**src/rtl/resv_pkg.sv**
```systemverilog
package resv_pkg;

  typedef enum logic [1:0] {
    OP_LL     = 2'b00,
    OP_STORE  = 2'b01,
    OP_SC     = 2'b10,
    OP_DETACH = 2'b11
  } resv_op_e;

  // Two addresses fall in one coarse region when they agree on every mask bit.
  function automatic logic region_eq(input logic [63:0] a,
                                     input logic [63:0] b,
                                     input logic [63:0] mask);
    return ((a ^ b) & mask) == 64'd0;
  endfunction

  // A matching check is forced to fail once the counter has reached the limit.
  function automatic logic fail_due(input int unsigned cnt,
                                    input int unsigned limit);
    return cnt >= limit;
  endfunction

endpackage

```
**src/rtl/resv_entry.sv**
```systemverilog
module resv_entry #(
  parameter int ADDR_W = 32
) (
  input  logic              clk,
  input  logic              rst_n,
  input  logic              ll_set,
  input  logic [ADDR_W-1:0] ll_addr,
  input  logic              wipe,
  input  logic              drop,
  output logic              is_active,
  output logic              is_rmw,
  output logic [ADDR_W-1:0] tag
);

  always_ff @(posedge clk or negedge rst_n) begin
    if (!rst_n) begin
      is_active <= 1'b0;
      is_rmw    <= 1'b0;
      tag       <= '0;
    end else if (drop) begin
      is_active <= 1'b0;
      is_rmw    <= 1'b0;
      tag       <= '0;
    end else if (ll_set) begin
      is_active <= 1'b1;
      is_rmw    <= 1'b1;
      tag       <= ll_addr;
    end else if (wipe) begin
      is_rmw    <= 1'b0;
      tag       <= '0;
    end
  end

  assert_ll_arms_R1: assert property (@(posedge clk) disable iff (!rst_n)
    (ll_set && !drop) |=> (is_active && is_rmw && tag == $past(ll_addr)));

  assert_idle_when_inactive_R2: assert property (@(posedge clk) disable iff (!rst_n)
    !is_active |-> !is_rmw);

  assert_drop_idles_R2: assert property (@(posedge clk) disable iff (!rst_n)
    drop |=> (!is_active && !is_rmw));

endmodule

```
**src/rtl/resv_fail_ctr.sv**
```systemverilog
module resv_fail_ctr
  import resv_pkg::*;
#(
  parameter int MAX_FAIL = 5,
  localparam int CNT_W = $clog2(MAX_FAIL + 1)
) (
  input  logic clk,
  input  logic rst_n,
  input  logic bump,
  output logic force_fail
);

  logic [CNT_W-1:0] cnt;

  assign force_fail = fail_due(int'(cnt), MAX_FAIL);

  always_ff @(posedge clk or negedge rst_n) begin
    if (!rst_n) begin
      cnt <= '0;
    end else if (bump) begin
      if (force_fail) cnt <= '0;
      else            cnt <= cnt + CNT_W'(1);
    end
  end

  assert_wrap_to_zero_R6: assert property (@(posedge clk) disable iff (!rst_n)
    (bump && force_fail) |=> (cnt == '0));

  assert_count_bounded_R6: assert property (@(posedge clk) disable iff (!rst_n)
    int'(cnt) <= MAX_FAIL);

  assert_hold_when_idle_R6: assert property (@(posedge clk) disable iff (!rst_n)
    !bump |=> $stable(cnt));

endmodule

```
**src/rtl/resv_resp.sv**
```systemverilog
module resv_resp (
  input  logic clk,
  input  logic rst_n,
  input  logic sc_fire,
  input  logic glob_ok,
  input  logic commit,
  output logic rsp_valid,
  output logic rsp_global_ok,
  output logic rsp_commit
);

  always_ff @(posedge clk or negedge rst_n) begin
    if (!rst_n) begin
      rsp_valid     <= 1'b0;
      rsp_global_ok <= 1'b0;
      rsp_commit    <= 1'b0;
    end else begin
      rsp_valid     <= sc_fire;
      rsp_global_ok <= sc_fire && glob_ok;
      rsp_commit    <= sc_fire && commit;
    end
  end

  assert_commit_needs_global_R8: assert property (@(posedge clk) disable iff (!rst_n)
    rsp_commit |-> rsp_global_ok);

  assert_quiet_without_valid_R9: assert property (@(posedge clk) disable iff (!rst_n)
    !rsp_valid |-> (!rsp_global_ok && !rsp_commit));

endmodule

```
**src/rtl/resv_monitor.sv**
```systemverilog
module resv_monitor
  import resv_pkg::*;
#(
  parameter int N_AGENTS = 4,
  parameter int ADDR_W   = 32,
  parameter int MAX_FAIL = 5,
  parameter logic [ADDR_W-1:0] REGION_MASK = {{(ADDR_W-6){1'b1}}, 6'b0},
  localparam int AGENT_W = (N_AGENTS > 1) ? $clog2(N_AGENTS) : 1
) (
  input  logic               clk,
  input  logic               rst_n,
  input  logic               req_valid,
  input  logic [1:0]         req_op,
  input  logic [AGENT_W-1:0] req_agent,
  input  logic [ADDR_W-1:0]  req_addr,
  input  logic               req_local_ok,
  output logic               rsp_valid,
  output logic               rsp_global_ok,
  output logic               rsp_commit
);

  // Decoded request events.
  logic is_ll, is_store, is_sc, is_detach;
  assign is_ll     = req_valid && (req_op == OP_LL);
  assign is_store  = req_valid && (req_op == OP_STORE);
  assign is_sc     = req_valid && (req_op == OP_SC);
  assign is_detach = req_valid && (req_op == OP_DETACH);

  // Per-agent state brought out of the entries and counters.
  logic [N_AGENTS-1:0] act_vec;
  logic [N_AGENTS-1:0] rmw_vec;
  logic [N_AGENTS-1:0] force_vec;
  logic [ADDR_W-1:0]   tag_arr [N_AGENTS];

  // Requester's view.
  logic agent_ok;
  logic sel_active;
  logic chk_hit;
  logic glob_ok;
  logic commit;

  assign agent_ok   = int'(req_agent) < N_AGENTS;
  assign sel_active = agent_ok && act_vec[req_agent];
  assign chk_hit    = is_sc && sel_active && rmw_vec[req_agent]
                      && (tag_arr[req_agent] == req_addr);
  assign glob_ok    = chk_hit && !force_vec[req_agent];
  assign commit     = glob_ok && req_local_ok;

  for (genvar i = 0; i < N_AGENTS; i++) begin : g_agent
    logic is_me;
    logic ll_set, drop, bump, peer_hit, wipe;

    assign is_me    = (req_agent == AGENT_W'(i));
    assign ll_set   = is_ll && is_me;
    assign drop     = is_detach && is_me;
    assign bump     = chk_hit && is_me;
    assign peer_hit = glob_ok && !is_me
                      && region_eq(64'(tag_arr[i]), 64'(req_addr), 64'(REGION_MASK));
    assign wipe     = is_store || commit || bump || peer_hit;

    resv_entry #(.ADDR_W(ADDR_W)) i_entry (
      .clk       (clk),
      .rst_n     (rst_n),
      .ll_set    (ll_set),
      .ll_addr   (req_addr),
      .wipe      (wipe),
      .drop      (drop),
      .is_active (act_vec[i]),
      .is_rmw    (rmw_vec[i]),
      .tag       (tag_arr[i])
    );

    resv_fail_ctr #(.MAX_FAIL(MAX_FAIL)) i_fail_ctr (
      .clk        (clk),
      .rst_n      (rst_n),
      .bump       (bump),
      .force_fail (force_vec[i])
    );

    assert_peer_dropped_R7: assert property (@(posedge clk) disable iff (!rst_n)
      peer_hit |=> !rmw_vec[i]);

    assert_match_disarms_R5: assert property (@(posedge clk) disable iff (!rst_n)
      bump |=> !rmw_vec[i]);
  end

  resv_resp i_resp (
    .clk           (clk),
    .rst_n         (rst_n),
    .sc_fire       (is_sc),
    .glob_ok       (glob_ok),
    .commit        (commit),
    .rsp_valid     (rsp_valid),
    .rsp_global_ok (rsp_global_ok),
    .rsp_commit    (rsp_commit)
  );

  assert_store_clears_all_R3: assert property (@(posedge clk) disable iff (!rst_n)
    is_store |=> (rmw_vec == '0));

  assert_commit_clears_all_R8: assert property (@(posedge clk) disable iff (!rst_n)
    (is_sc && commit) |=> (rmw_vec == '0));

  assert_inactive_sc_fails_R2: assert property (@(posedge clk) disable iff (!rst_n)
    (is_sc && !sel_active) |=> (rsp_valid && !rsp_global_ok));

  assert_rsp_follows_sc_R9: assert property (@(posedge clk) disable iff (!rst_n)
    is_sc |=> rsp_valid);

  assert_rsp_idle_otherwise_R9: assert property (@(posedge clk) disable iff (!rst_n)
    !is_sc |=> !rsp_valid);

endmodule

```
**config.mk**
```make
export PLATFORM = sky130hd
export DESIGN_NAME = resv_monitor
export DESIGN_NICKNAME = d
export VERILOG_FILES = /design/src/rtl/resv_pkg.sv /design/src/rtl/resv_entry.sv /design/src/rtl/resv_fail_ctr.sv /design/src/rtl/resv_resp.sv /design/src/rtl/resv_monitor.sv
export SDC_FILE = /design/constraint.sdc
export NUM_CORES = 1
export LEC_CHECK = 0
export ABC_AREA = 1
export ABC_CLOCK_PERIOD_IN_PS = 4700
export BUFFER_PORTS_ARGS = -buffer_cell sky130_fd_sc_hd__buf_2
export CAP_MARGIN = 25
export CORE_MARGIN = 2
export CORE_UTILIZATION = 45
export CTS_CLUSTER_SIZE = 24
export DETAILED_ROUTE_END_ITERATION = 10
export GPL_TIMING_DRIVEN = 0
export PLACE_DENSITY = 0.67
export SYNTH_ARGS = -nofsm -noshare
export SYNTH_HDL_FRONTEND = slang
export SYNTH_SLANG_ARGS = --single-unit
```
**constraint.sdc**
```tcl
create_clock -name clk -period 4.7 [get_ports clk]
set_clock_uncertainty 0.2 [all_clocks]
set_input_delay 0.94 -clock clk [delete_from_list [all_inputs] [get_ports clk]]
set_output_delay 0.94 -clock clk [all_outputs]
set_load 0.01 [all_outputs]
```
; ---- Yosys cells after proc, flatten, opt, wreduce, memory -nomap -nowiden
; Cells that the tools add are included.
[word_totals]
regBits = 151
input_bits = 40
[classes]
add_sub_neg = 4
n_lt_le_gt_ge = 6
n_eq_ne = 7
n_mux = 45
bitwise = 5
n_reduce_logical = 59
[ops]
columns = cell, count
row1 = 2-to-1 mux 32 bit, 14
row2 = zero test 64 bit, 4
row3 = bitwise XOR 32 bit, 4
row4 = binary-select mux 32 bit (select 2 bit), 1
row5 = equality test 32 bit, 1
row6 = logical AND 1 bit, 31
row7 = 2-to-1 mux 1 bit, 23
row8 = >= comparator 3 bit (second input constant), 5
row9 = adder 3 x 1 -> 3 bit (second input constant), 4
row10 = 2-to-1 mux 3 bit, 4
row11 = nonzero test 3 bit, 4
row12 = logical OR 1 bit, 9
row13 = equality test 2 bit (second input constant), 4
row14 = nonzero test 2 bit, 4
row15 = binary-select mux 1 bit (select 2 bit), 3
row16 = zero test 1 bit, 5
row17 = equality test 2 x 1 -> 1 bit (second input constant), 2
row18 = zero test 2 bit, 2
row19 = less-than comparator 2 x 3 -> 1 bit (second input constant), 1
row20 = NOT 2 -> 3 bit, 1

; ---- Depth between registers and ports, before layout
[depth]
depth_word = 14
mapped_depth = 22
ltp_nobuf = 18

; ---- By module
; Synthesis repeated with hierarchy kept, for this count alone.
[hier_totals]
hier_cells = 1469
area_unflattened_um2 = 10103.4
[modules_own_cells]
columns = mod, instances, cells_each, area_each_um2, seq_area_each_um2
row1 = resv_entry, 4, 147, 1443.9, 850.8
row2 = resv_monitor, 1, 770, 3462.1, 0.0
row3 = resv_fail_ctr, 4, 26, 193.9, 75.1
row4 = resv_resp, 1, 7, 90.1, 75.1

; ---- Worst setup path after synthesis
; OpenSTA, ideal clock, no wires.
[synth_path]
kind = in2reg
from = in req_agent[0]
to = reg g_agent[3].i_entry.tag[17]
setup_time_ps = 117
arrival_time_ps = 2775
t_required_ps = 4383
path_slack_ps = 1607
cell_stages = 20
path_cell_list = buf_4 inv_2 buf_6 buf_4 nand2_1 nand2_1 nand2_1 nand2_1 xor2_1 nand2_1 nor2_1 nand2_1 nor2_2 nand4_1 nand2_1 inv_2 buf_6 buf_6 nand3_1 nand2_1
[synth_via]
elab_chain_len = 12
elab_cells_between_ends = 30
[synth_rtl]
columns = item, line_no
row1 = "start, declared", resv_monitor.sv:14  ; input logic [AGENT_W-1:0] req_agent,
row2 = NOT 2 -> 3 bit (implied by the code), resv_monitor.sv:45  ; && (tag_arr[req_agent] == req_addr);
row3 = binary-select mux 32 bit (select 2 bit), resv_monitor.sv:45
row4 = 2-to-1 mux 32 bit (implied by the code) (2 in a row), resv_monitor.sv:45
row5 = equality test 32 bit, resv_monitor.sv:45
row6 = logical AND 1 bit, resv_monitor.sv:45
row7 = logical AND 1 bit, resv_monitor.sv:46  ; assign glob_ok = chk_hit && !force_vec[req_agent];
row8 = logical AND 1 bit, resv_monitor.sv:47  ; assign commit = glob_ok && req_local_ok;
row9 = logical OR 1 bit (3 in a row), resv_monitor.sv:59  ; assign wipe = is_store || commit || bump || peer_hit;
row10 = nonzero test 3 bit (no source line), -
row11 = "end signal, assigned", resv_entry.sv:27  ; tag <= ll_addr;
row12 = "end, declared", resv_entry.sv:12  ; output logic [ADDR_W-1:0] tag
; Parallel ways exist; a longest one is shown, timed or not. The select of a mux whose other input is x is not followed.
; A chain may end at the register's enable or synchronous reset.

; ---- Final worst setup path
[layout_path]
from = in req_agent[1]
to = reg g_agent[3].i_entry.tag[23]
; Same word-level chain as after synthesis.

==> reports/results.txt <==
DR WL/cell - 22.3 microns
Number of vias per cell - 5.76
Number of global-route vias before repair - 9217
Most frequent CP cell - nand2_1
Internal Power - 2.42 mW
Io pins - 43
Num rows - 53
Clk root buf - clkbuf_16
Peak supply drop - 0.219 mV
Synthesized area - 0.00947 sq mm
Post-CTS sizing - 0
Yosys warns - 0
Slew HR - 0.298
DRT Pass-1 Iters - 6
Routability congestion estimate - 0.997
Clk buf depth - 2
Tmin final - 4.23 ns
Most frequent cells in the layout - nand2_1, nand3_1, dfrtp_1
Kind of start point of the critical path - primary input
Period utilization - 0.899
LEAKAGE - 5.68 nW
First-pass GRT wire length - 57600 microns
Family with the most delay on the worst path - simple AND/OR/NAND/NOR gates
Clock transition at path regs - 0.06 ns
Worst R2R Start - g_agent[2].i_entry.tag[13]
Pwr Density - 336 mW/mm^2
DRC - 0
Fin util - 0.507
Nets - 1484
Area contributors post-synth - dfrtp_1, nand2_1, nand3_1
Max Cap Violations - 0
WP data arrival - 4.41 ns
Total Power - 3.55 mW
Initial drt markers - 1439
Initial Util - 0.455
Synth async-reset ratio - 1.00
DIE AREA - 0.0222 sq mm
PortBufs - 20
Remaining antenna violation count - 0
Critical path class - primary input to flop
Synth Area per Inst - 6.78 sq um
Pin count of the biggest net entering global routing - 94
CP Cell Sequence - buf_2 -> buf_2 -> buf_1 -> nand2_1 -> nand2_1 -> nand2_1 -> nand2_1 -> nor2_1 -> nand2_1 -> nor2_1 -> nand2_1 -> nor2_2 -> nand3_1 -> nor2_1 -> nor2_1 -> buf_2 -> nand3_1 -> nand2_1
Post-Syn Nets - 1444
Sequential share of power - 0.417
Slowest CP cell - buf_1
Switch share - 0.319
Share of layout cells above drive strength 1 - 0.0697
Fin. max-slew vios - 0
Hold crit path type - primary input to asynchronous set/reset pin
Routed via count - 9924
Worst path required time - 4.88 ns
Tightest Pin Transition - 1.05 ns
Area Overhead vs Synth - 11.6%
Final Worst Setup Slack - 0.472 ns
Hold_buf cts - 0
Pre-CTS setup slack - 0.223 ns
Crit path largest cell delay - 0.77 ns
Primary FF master, synth - dfrtp_1
Netlist cell types - 38
TritonCTS buffer count - 17
Worst path bufs/invs - 4
Clock share of power - 0.419
Core area - 0.0208 sq mm
CTS tree - built
Run status - completed
Detailed Place HPWL - 27800 microns
Final setup TNS - 0 ns
RSZ-0062 raised after global routing - false
CP endpoint kind - flop
Final setup vio count - 0
Setup Fix Bufs, Post-CTS - 0
Chip Width - 149 microns
R2R Setup Slk - 1.47 ns
Post-synth top area cell - dfrtp_1
Peak Freq - 237 MHz
Overall routing resource usage - 0.355
Switching Power - 1.13 mW
Post-Route WL - 38400 microns
Clock latency on the worst-skew pair - 0.45 ns
Cells after synthesis - 1396
CTS H-tree depth - 4
Most common cell after layout, fill and taps aside - nand2_1
FF+latch count, synth - 151
Antenna violations before repair - 0
Critical Path Source - req_agent[1]
Worst-path fanout max - 10
Post-synth EDFFs - 0
Final Hold Fails - 0
Sink Count - 151
Grt ovf - 0
Seq/Total Area, Yosys - 0.399
Antenna cells - 0
Combinational share of power - 0.163
Chip height - 149 microns
Top-area cell type share of the netlist area - 0.399
power groups by stage:
stage | Combinational [mW] | Clock [mW] | Sequential (mW)
2_1_floorplan | 0.350 | 0 | 1.47
3_3_place_gp | 0.550 | 0 | 1.50
3_5_place_dp | 0.561 | 0 | 1.50
4_1_cts | 0.564 | 1.49 | 1.48
5_1_grt | 0.630 | 1.53 | 1.49
6_report | 0.579 | 1.49 | 1.48
routing by layer:
metal / part of all wire / routed length (microns) / global-route usage / vias to the layer above
met4: 0.049 / 1900 / 0.153 / 0
met1: 0.43 / 16500 / 0.498 / 4724
li1: - / - / - / 4548
met2: 0.43 / 16400 / 0.529 / 526
met5: 0 / 0 / 0 / -
met3: 0.093 / 3570 / 0.0780 / 126
sequential cells by signal, summed over array words and instances (netlist names):
| name | flops |
|---|---|
| g_agent.i_entry.is_active | 4 |
| g_agent.i_entry.tag | 128 |
| i_resp.rsp_commit | 1 |
| i_resp.rsp_valid | 1 |
| g_agent.i_entry.is_rmw | 4 |
| i_resp.rsp_global_ok | 1 |
| g_agent.i_fail_ctr.cnt | 12 |
stage by stage:
step | instances | hold WS, ns | cell area [sq um]
floorplan | 1396 | 0.242 | 9470
global placement | 1691 | 0.256 | 9910
detailed placement | 1692 | 0.259 | 9950
CTS | 1724 | 0.244 | 10600
global route | 1724 | 0.258 | 10600
finish | 1724 | 0.209 | 10600
area by class of cell:
type	instances	area, sq um
inverters	82	308
fillers	2101	10300
plain buffers	79	418
clock buffers	19	443
well taps	275	344
multi-input cells	1084	4960
clock inverters	13	170
repair buffers	21	138
flip-flops and latches	151	3780
worst paths after layout:
path / end / cells past startpoint
worst max-delay path: g_agent[3].i_entry.tag[23] / 18
worst min-delay path: g_agent[2].i_entry.tag[29] / 1
worst max register to register: g_agent[3].i_entry.tag[23] / 17
worst min register to register: g_agent[3].i_entry.is_active / 2
max in group asynchronous: g_agent[0].i_entry.tag[10] / 2
min in group clk: g_agent[3].i_entry.is_active / 2
synth_stat cells (all sizes together), types with 2 or more instances:
library cell	number
o2111ai	13
buf	40
nand4	11
o31ai	3
a21o	2
a21oi	19
a22oi	7
nor4	9
clkbuf	39
nand2	637
xnor2	16
xor2	35
o21ai	20
nand3	177
nor3	18
nand3b	6
ha	8
clkinv	2
or2	3
nor2	78
inv	80
o22ai	14
dfrtp	151
kinds of logic after synthesis:
group	count (synthesis)	synth area share
and+or+nand+nor	942	0.411
buffers and inverters	161	0.0766
DFF	151	0.399
AOI/OAI and AO/OA	83	0.0558
xor gates and xnor gates	51	0.0472
adders and majority gates	8	0.0106
Power figures use the tool's default switching activity.
